### config.mk
export PLATFORM = sky130hd
export DESIGN_NAME = cipher_cmd_ctrl
export DESIGN_NICKNAME = d
export VERILOG_FILES = /design/src/rtl/ccc_pkg.sv /design/src/rtl/ccc_cmd_check.sv /design/src/rtl/ccc_blk_seq.sv /design/src/rtl/ccc_status.sv /design/src/rtl/cipher_cmd_ctrl.sv
export SDC_FILE = /design/constraint.sdc
export NUM_CORES = 1
export LEC_CHECK = 0
export ABC_AREA = 1
export ABC_CLOCK_PERIOD_IN_PS = 5760
export BUFFER_PORTS_ARGS = -buffer_cell sky130_fd_sc_hd__buf_2
export CORE_AREA = 3 3 215 217
export CTS_CLUSTER_SIZE = 12
export DETAILED_ROUTE_END_ITERATION = 8
export DIE_AREA = 0 0 218 220
export SYNTH_ARGS = -nofsm -noshare
export SYNTH_HDL_FRONTEND = slang
export SYNTH_SLANG_ARGS = --single-unit
export TNS_END_PERCENT = 10
### constraint.sdc
create_clock -name clk -period 5.76 [get_ports clk]
set_input_delay 0 -clock clk [delete_from_list [all_inputs] [get_ports clk]]
set_output_delay 0 -clock clk [all_outputs]
set_load 0.02 [all_outputs]
### src/rtl/ccc_pkg.sv
package ccc_pkg;
    typedef enum logic [2:0] {
        S_IDLE,
        S_RD,
        S_CAP,
        S_GO,
        S_WT,
        S_WR
    } seq_st_e;

    localparam int FLD_W = 8;
endpackage

### src/rtl/ccc_cmd_check.sv
module ccc_cmd_check #(
    parameter int BUF_BLOCKS  = 256,
    parameter int CTRL_BLOCKS = 1,
    parameter int IDX_W       = $clog2(BUF_BLOCKS),
    parameter int FLD_W       = 8
) (
    input  logic [31:0]      cmd,
    output logic             dec,
    output logic [IDX_W-1:0] first_blk,
    output logic [FLD_W-1:0] nblk,
    output logic             fits,
    output logic             zero
);
    localparam int HALF  = BUF_BLOCKS / 2;
    localparam int SUM_W = IDX_W + 2;

    logic             half_b;
    logic [FLD_W-1:0] off;
    logic [SUM_W-1:0] end_blk, room;
    logic             unused_bits;

    always_comb begin
        dec       = cmd[0];
        half_b    = cmd[1];
        off       = cmd[8 +: FLD_W];
        nblk      = cmd[16 +: FLD_W];
        end_blk   = SUM_W'(off) + SUM_W'(nblk);
        room      = half_b ? SUM_W'(HALF) : SUM_W'(HALF - CTRL_BLOCKS);
        fits      = (end_blk <= room);
        zero      = (nblk == '0);
        first_blk = (half_b ? IDX_W'(HALF) : IDX_W'(CTRL_BLOCKS)) + IDX_W'(off);
    end

    assign unused_bits = ^{cmd[31:24], cmd[7:2]};
endmodule

### src/rtl/ccc_blk_seq.sv
module ccc_blk_seq
    import ccc_pkg::*;
#(
    parameter int IDX_W       = 8,
    parameter int DATA_W      = 128,
    parameter int CTRL_BLOCKS = 1
) (
    input  logic              clk,
    input  logic              rst_n,
    input  logic              launch,
    input  logic              dec_i,
    input  logic [IDX_W-1:0]  first_i,
    input  logic [FLD_W-1:0]  nblk_i,
    output logic              busy,
    output logic              fin,
    output logic              buf_req,
    output logic              buf_we,
    output logic [IDX_W-1:0]  buf_addr,
    output logic [DATA_W-1:0] buf_wdata,
    input  logic [DATA_W-1:0] buf_rdata,
    output logic              eng_start,
    output logic              eng_dec,
    output logic [DATA_W-1:0] eng_din,
    input  logic              eng_done,
    input  logic [DATA_W-1:0] eng_dout
);
    typedef struct packed {
        seq_st_e           st;
        logic [IDX_W-1:0]  addr;
        logic [FLD_W-1:0]  left;
        logic              dec;
        logic [DATA_W-1:0] data;
    } seq_t;

    seq_t sq_q, sq_d;

    always_comb begin
        sq_d      = sq_q;
        fin       = 1'b0;
        buf_req   = 1'b0;
        buf_we    = 1'b0;
        eng_start = 1'b0;
        unique case (sq_q.st)
            S_IDLE: if (launch) begin
                sq_d.st   = S_RD;
                sq_d.addr = first_i;
                sq_d.left = nblk_i;
                sq_d.dec  = dec_i;
            end
            S_RD: begin
                buf_req = 1'b1;
                sq_d.st = S_CAP;
            end
            S_CAP: begin
                sq_d.data = buf_rdata;
                sq_d.st   = S_GO;
            end
            S_GO: begin
                eng_start = 1'b1;
                sq_d.st   = S_WT;
            end
            S_WT: if (eng_done) begin
                sq_d.data = eng_dout;
                sq_d.st   = S_WR;
            end
            S_WR: begin
                buf_req   = 1'b1;
                buf_we    = 1'b1;
                sq_d.addr = sq_q.addr + 1'b1;
                sq_d.left = sq_q.left - 1'b1;
                if (sq_q.left == FLD_W'(1)) begin
                    sq_d.st = S_IDLE;
                    fin     = 1'b1;
                end else begin
                    sq_d.st = S_RD;
                end
            end
            default: sq_d.st = S_IDLE;
        endcase
    end

    always_ff @(posedge clk) begin
        if (!rst_n) begin
            sq_q    <= '0;
            sq_q.st <= S_IDLE;
        end else begin
            sq_q <= sq_d;
        end
    end

    assign busy      = (sq_q.st != S_IDLE);
    assign buf_addr  = sq_q.addr;
    assign buf_wdata = sq_q.data;
    assign eng_din   = sq_q.data;
    assign eng_dec   = sq_q.dec;


    start_once_chk: assert property (@(posedge clk) disable iff (!rst_n)
        eng_start |=> !eng_start);


    ctrl_untouched_chk: assert property (@(posedge clk) disable iff (!rst_n)
        buf_req |-> (buf_addr >= IDX_W'(CTRL_BLOCKS)));


    launch_idle_chk: assert property (@(posedge clk) disable iff (!rst_n)
        launch |-> !busy);
endmodule

### src/rtl/ccc_status.sv
module ccc_status (
    input  logic clk,
    input  logic rst_n,
    input  logic cmd_we,
    input  logic busy,
    input  logic fits,
    input  logic zero,
    input  logic fin,
    output logic launch,
    output logic done,
    output logic err,
    output logic irq
);
    typedef struct packed {
        logic done;
        logic err;
        logic irq;
    } stat_t;

    stat_t st_q, st_d;

    always_comb begin
        st_d     = st_q;
        st_d.irq = 1'b0;
        launch   = cmd_we && !busy && !zero && fits;
        if (fin) begin
            st_d.done = 1'b1;
            st_d.irq  = 1'b1;
        end
        if (cmd_we) begin
            if (busy) begin
                st_d.err = 1'b1;
            end else begin
                st_d.err  = !zero && !fits;
                st_d.done = zero;
                st_d.irq  = zero;
            end
        end
    end

    always_ff @(posedge clk) begin
        if (!rst_n) st_q <= '0;
        else        st_q <= st_d;
    end

    assign done = st_q.done;
    assign err  = st_q.err;
    assign irq  = st_q.irq;


    zero_len_chk: assert property (@(posedge clk) disable iff (!rst_n)
        (cmd_we && !busy && zero) |=> (done && irq && !busy));


    cmd_clears_done_chk: assert property (@(posedge clk) disable iff (!rst_n)
        (cmd_we && !busy && !zero) |=> !done);


    refuse_chk: assert property (@(posedge clk) disable iff (!rst_n)
        (cmd_we && !busy && !zero && !fits) |=> (err && !busy));
endmodule

### src/rtl/cipher_cmd_ctrl.sv
module cipher_cmd_ctrl
    import ccc_pkg::*;
#(
    parameter int BUF_BLOCKS  = 256,
    parameter int CTRL_BLOCKS = 1,
    parameter int DATA_W      = 128,
    parameter int IDX_W       = $clog2(BUF_BLOCKS)
) (
    input  logic              clk,
    input  logic              rst_n,
    input  logic              cmd_we,
    input  logic [31:0]       cmd_wdata,
    output logic              busy_o,
    output logic              done_o,
    output logic              err_o,
    output logic              irq_o,
    output logic              buf_req_o,
    output logic              buf_we_o,
    output logic [IDX_W-1:0]  buf_addr_o,
    output logic [DATA_W-1:0] buf_wdata_o,
    input  logic [DATA_W-1:0] buf_rdata_i,
    output logic              eng_start_o,
    output logic              eng_dec_o,
    output logic [DATA_W-1:0] eng_din_o,
    input  logic              eng_done_i,
    input  logic [DATA_W-1:0] eng_dout_i
);
    logic             c_dec, c_fits, c_zero, launch, fin;
    logic [IDX_W-1:0] c_first;
    logic [FLD_W-1:0] c_nblk;

    ccc_cmd_check #(
        .BUF_BLOCKS(BUF_BLOCKS), .CTRL_BLOCKS(CTRL_BLOCKS),
        .IDX_W(IDX_W), .FLD_W(FLD_W)
    ) u_chk (
        .cmd(cmd_wdata), .dec(c_dec), .first_blk(c_first),
        .nblk(c_nblk), .fits(c_fits), .zero(c_zero)
    );

    ccc_status u_stat (
        .clk(clk), .rst_n(rst_n), .cmd_we(cmd_we), .busy(busy_o),
        .fits(c_fits), .zero(c_zero), .fin(fin), .launch(launch),
        .done(done_o), .err(err_o), .irq(irq_o)
    );

    ccc_blk_seq #(
        .IDX_W(IDX_W), .DATA_W(DATA_W), .CTRL_BLOCKS(CTRL_BLOCKS)
    ) u_seq (
        .clk(clk), .rst_n(rst_n), .launch(launch), .dec_i(c_dec),
        .first_i(c_first), .nblk_i(c_nblk), .busy(busy_o), .fin(fin),
        .buf_req(buf_req_o), .buf_we(buf_we_o), .buf_addr(buf_addr_o),
        .buf_wdata(buf_wdata_o), .buf_rdata(buf_rdata_i),
        .eng_start(eng_start_o), .eng_dec(eng_dec_o), .eng_din(eng_din_o),
        .eng_done(eng_done_i), .eng_dout(eng_dout_i)
    );


    busy_fall_done_chk: assert property (@(posedge clk) disable iff (!rst_n)
        $fell(busy_o) |-> (done_o && irq_o));
endmodule

==> results of run 1 <==
[sequential cells by signal (all words and copies together) (netlist names)]
register	cells
u_seq.eng_dec	1
u_seq.sq_q	11
u_stat.irq	1
u_stat.done	1
u_stat.err	1
u_seq.buf_wdata	128
u_seq.buf_addr	8
[metrics by stage]
step           area [sq um]  util (%)  instances  power, W  hold slack (ns)
2_1_floorplan          9320         -       1291   0.00168            0.160
3_3_place_gp          10600      23.8       2097   0.00180            0.270
3_5_place_dp          10600      23.8       2097   0.00181            0.277
4_1_cts               13900      31.4       2400   0.00320           0.0203
5_1_grt               13900      31.4       2402   0.00332            0.111
6_report              13900      31.4       2402   0.00316           0.0799
[cell type report]
class	instances	area (sq um)	share of cell area, %
antenna	2	5.00	0.0360
timing repair buffer	827	5530	39.8
sequential	151	3020	21.7
clock inverter	11	173	1.24
tap	592	741	5.32
inverter	48	183	1.31
multi-input combinational	751	3800	27.3
clock buffer	20	457	3.28
[routing by layer]
layer  part of all wire (%)  up-vias  track usage, %
met5                      0        -               0
li1                       -     5045               -
met2                     49      498            24.0
met4                    3.4        0            7.18
met1                     40     4862            16.5
met3                    7.9       67            3.63
[synthesized netlist by cell type (2+ instances only)]
library cell / instances
dfxtp_1: 151
nand4_1: 5
o21ai_0: 115
inv_2: 5
nand2_1: 316
buf_2: 31
inv_1: 43
a31oi_1: 130
buf_6: 2
nor2_2: 4
xor2_1: 7
o21bai_1: 2
ha_1: 21
xnor2_1: 7
nand3_2: 2
nor3_1: 5
clkbuf_1: 42
buf_4: 266
o21ai_1: 28
nand3_1: 25
nand2_4: 2
a21oi_1: 23
nor2_1: 44
[path summary, 6_finish.rpt]
kind                         from                  end  slack (ns)
hold reg to reg     u_seq.eng_dec        u_seq.eng_dec        0.47
hold / removal       cmd_wdata[9]    u_seq.buf_addr[1]        0.08
setup reg to reg  u_seq.sq_q[146]  u_seq.buf_wdata[67]        2.60
setup / recovery  u_seq.sq_q[146]  u_seq.buf_wdata[67]        2.60
[power by group]
part | switching (W) | internal (W) | total, W | leakage (nW)
Clock | 0.000483 | 0.000745 | 0.00123 | 0.295
Combinational | 0.000413 | 0.000353 | 0.000766 | 5.82
Sequential | 0.0000604 | 0.00111 | 0.00117 | 1.22
Total | 0.000957 | 0.00221 | 0.00316 | 7.34
[logic make-up after synthesis]
logic type,synth area share [%]
flops,32.4
simple gates,17.9
buf+inv,26.9
compound gates,18.4
fa+ha+maj,3.03
xor+xnor,1.32
[layout by cell type (no fill, tap or decap), types with 3 or more instances in the layout]
cell	n
a31oi_1	130
buf_4	6
o21ai_1	28
a21oi_1	23
nor2_1	44
dfxtp_1	151
o21ai_0	115
buf_2	548
xnor2_1	7
clkinvlp_4	4
inv_2	4
inv_1	43
dlygate4sd3_1	272
nor2_2	3
clkbuf_16	17
nand3_1	25
xor2_1	7
ha_1	21
nand2_1	316
nor3_1	5
bufinv_16	4
nand4_1	5
[critical path, stage by stage, from the launching register on]
cell and delay, ns:
dfxtp_1 0.35, inv_2 0.08, nand2_1 0.10, nor2_4 0.13, buf_4 0.63, buf_4 0.69, nand2_1 0.25, a31oi_1 0.21
dlygate4sd3_1 0.55
[repair_timing]
| action | in CTS | in global routing |
|---|---|---|
| setup buffers | 0 | 0 |
| endpoints found under the hold margin | 143 | 0 |
| hold buffers | 272 | 0 |
==> impl_metrics.yaml, run 1 <==
global_routing:
  grt_max_degree: 145
  first_global_vias: 9909
  overflow: 0
  grt_usage_pct: 14.2
  grt_pass1_wl_microns: 53000
  antenna_found_initial: 5
yosys:
  synthCells: 1291
  synth_top_area_cell: "dfxtp_1"
  async_reset_ff_share_pct: 0
  synth_top_area_share_pct: 32.4
  yosys_register_bits: 151
  yosysUniqueCellTypes: 38
  ys_seq_area_share_pct: 32.4
  syn-num-nets: 1605
  synthFlopType: "dfxtp_1"
  synth-edff-count: 0
  synth_area_leaders: "dfxtp_1 32%, buf_4 21%, nand2_1 13%, a31oi_1 8.7%, o21ai_0 6.2%"
  synthesis.area_sq_mm: 0.00932
  yosys_warnings: 0
  syn_area_per_cell_sq_um: 7.22
sta:
  rsz0062_at_grt: "false"
  max_freq_ghz: 0.317
  slew-limit-headroom_pct: 28.7
  setup_slack_ns: 2.60
  hold_viol: 0
  setup_tns_ns: 0
  fin_crit_ns: 3.16
  skew_ns: 0.00816
  setup_viol: 0
  finalCritPeriodShare_pct: 54.8
  slew_viol_final: 0
  worst_slew_pin_slew_ns: 1.07
hold_path:
  hold_path.class: "input pin to flop"
  min_path_cells: 6
worst_setup_path:
  startpoint_type: "flop"
  cp_data_required_time_ns: 6.18
  critical_path.max_fanout: 69
  reg2reg_depth: 8
  path_class: "flop to flop"
  critPathArrivalTime_ns: 3.58
  endpoint_kind: "flop"
place:
  gp_congestion: 0.810
  hpwlAfterDp_microns: 24300
  io_buffer_count: 549
  dpl_worst_slack_ns: 2.92
floorplan:
  core_area_sq_mm: 0.0443
  die_area_sq_mm: 0.0480
  io_pins: 564
  die_w_microns: 218
  start_util_pct: 21.0
  num_rows: 77
  die_h_microns: 220
power_and_ir_drop:
  pwr_density_cell_mw_per_mm2: 227
  peakVddDrop_v: 0.000185
  power.leakage_nw: 7.34
drt:
  ant_nets: 0
  drt_iter0_markers: 740
  wire_per_inst_microns: 15.0
  wirelength_microns: 36100
  first_pass_iters: 5
  viasPerCell: 4.36
  drc: 0
  vias: 10500
cells_and_area:
  fillers: 4619
  drive_gt1_share_pct: 33.5
  area_delta_synth_final_pct: 49.2
  finalNetCount: 2110
cts:
  post_cts_resized: 0
  cts_max_level: 4
  cts_max_path_buffers: 2
  path_clk_slew_ns: 0.07
  numCtsBuffers: 17
  cts_tree: "built"
  clock_sinks: 151
  root_buffer: "clkbuf_16"
  clk_latency_ns: 0.47
run:
  cap_violations: 0
status:
  status: "finished, final reports clean"
Note: power is estimated with default switching activity, not from simulation.
==> inputs of run 2 (changes only) <==
Settings changed: ABC_CLOCK_PERIOD_IN_PS 5760 to 3000, CORE_AREA 3 3 215 217 to 3 3 218 220, DIE_AREA 0 0 218 220 to 0 0 221 223.
Clock period 5.76 ns to 3 ns, I/O delays scaled along.
==> impl_metrics.yaml, run 2 (synthesized netlist as in run 1, its figures left out) <==
floorplan:
  num_rows: 78
  die_w_microns: 221
  die_h_microns: 223
  io_pins: 564
  core_area_sq_mm: 0.0455
  start_util_pct: 20.5
  die_area_sq_mm: 0.0493
place:
  dpl.cell_count: 2106
  hpwlAfterDp_microns: 24100
  gp_congestion: 0.912
  dpl_worst_slack_ns: 0.146
  io_buffer_count: 549
sta:
  worst_slew_pin_slew_ns: 0.922
  setup_slack_ns: 0.293
  hold_viol: 0
  finalCritPeriodShare_pct: 90.2
  skew_ns: 0.0118
  setup_viol: 0
  fin_crit_ns: 2.71
  max_freq_ghz: 0.369
  setup_tns_ns: 0
  slew_viol_final: 0
  rsz0062_at_grt: "false"
  holdWs_ns: 0.0735
  slew-limit-headroom_pct: 38.5
worst_setup_path:
  worstPathCellList: "dlygate4sd3_1, buf_2, ha_4, a21oi_1, nand2_1, a21oi_1, o21bai_1, nand2_1, nand2_1, a21oi_2, xnor2_1, ha_1, a21oi_1, nand3_1, nor2_2, nand2_2, nand2_4, clkbuf_2, buf_4, nand3_1, a21oi_1"
  cpMostUsedCell: "a21oi_1"
  cp_data_required_time_ns: 3.39
  critPathBufInv: 4
  cp.depth: 21
  critPathArrivalTime_ns: 3.09
  reg2reg_depth: 9
  max_stage_delay_ns: 0.54
  critical_path.max_fanout: 6
  startpoint_type: "input pin"
  endpoint_kind: "flop"
  path_class: "input pin to flop"
  crit_slowest_cell: "dlygate4sd3_1"
  cpLargestDelayFamily: "buffers and inverters"
drt:
  viasPerCell: 4.34
  first_pass_iters: 5
  drc: 0
  wire_per_inst_microns: 14.6
  wirelength_microns: 35300
  drt_iter0_markers: 533
  vias: 10500
  ant_nets: 0
cts:
  numCtsBuffers: 17
  cts_max_level: 4
  root_buffer: "clkbuf_16"
  cts_max_path_buffers: 2
  clock_sinks: 151
  path_clk_slew_ns: 0.06
  cts_tree: "built"
  clk_latency_ns: 0.46
status:
  status: "finished, final reports clean"
cells_and_area:
  layout_common_cells: "548 x buf_2, 316 x nand2_1, 271 x dlygate4sd3_1, 151 x dfxtp_1, 130 x a31oi_1"
  area_delta_synth_final_pct: 50.2
  stdcell_count: 2415
  drive_gt1_share_pct: 34.0
  finalNetCount: 2115
  largest_reg_flops: 128
  final_common_cell: "buf_2"
power_and_ir_drop:
  totalPowerFinal_w: 0.00597
  power.leakage_nw: 7.37
  pwr_density_cell_mw_per_mm2: 426
  peakVddDrop_v: 0.000287
global_routing:
  overflow: 0
  grt_usage_pct: 13.8
  first_global_vias: 9986
  grt_max_degree: 153
  antenna_found_initial: 3
  grt_pass1_wl_microns: 54600
run:
  cap_violations: 0
hold_path:
  min_path_cells: 3
  hold_path.class: "input pin to flop"
-- run 2: metal layers --
| metal | track usage, % | share of wire (%) | wire length, microns | vias up |
|---|---|---|---|---|
| li1 | - | - | - | 5056 |
| met4 | 6.69 | 3.6 | 1250 | 2 |
| met1 | 16.7 | 41 | 14500 | 4865 |
| met5 | 0 | 0.037 | 13 | - |
| met2 | 22.5 | 48 | 16800 | 483 |
| met3 | 3.76 | 7.9 | 2790 | 70 |
-- run 2: cell type report --
cell class,instances,area (sq um)
inverters,48,183
repair buffers,832,5610
flip-flops and latches,151,3020
clock buffers,20,457
clock inverters,12,143
diodes,1,2.50
multi-input cells,751,3830
fillers,4774,31500
well taps,600,751
-- run 2: final timing paths --
kind | startpoint | to | slack (ns)
worst min register to register | u_seq.eng_dec | u_seq.eng_dec | 0.47
worst min-delay path | rst_n | u_seq.buf_addr[3] | 0.07
worst max register to register | u_seq.sq_q[146] | u_seq.buf_wdata[83] | 0.47
worst max-delay path | cmd_wdata[18] | u_seq.eng_dec | 0.29
-- run 2: metrics by stage --
step,utilization (%),cell area [sq um]
2_1_floorplan,-,9320
5_1_grt,30.8,14000
3_5_place_dp,23.4,10600
6_report,30.8,14000
3_3_place_gp,23.4,10600
4_1_cts,30.6,13900
-- run 2: worst min-delay path, stage by stage --
cell     delay [ns]
buf_4          0.28
nand2_1        0.15
nor2_1         0.03
-- run 2: power by group --
group	internal, W	switching (W)
registers	0.00213	0.000116
logic	0.000703	0.000800
clock network	0.00128	0.000941
-- run 2: what timing repair did --
action / CTS / global route
hold buffers: 271 / 0
hold endpoints to repair: 143 / 0
buffers inserted: 0 / 5
resized for setup: 0 / 9
setup endpoints to repair: 0 / 10
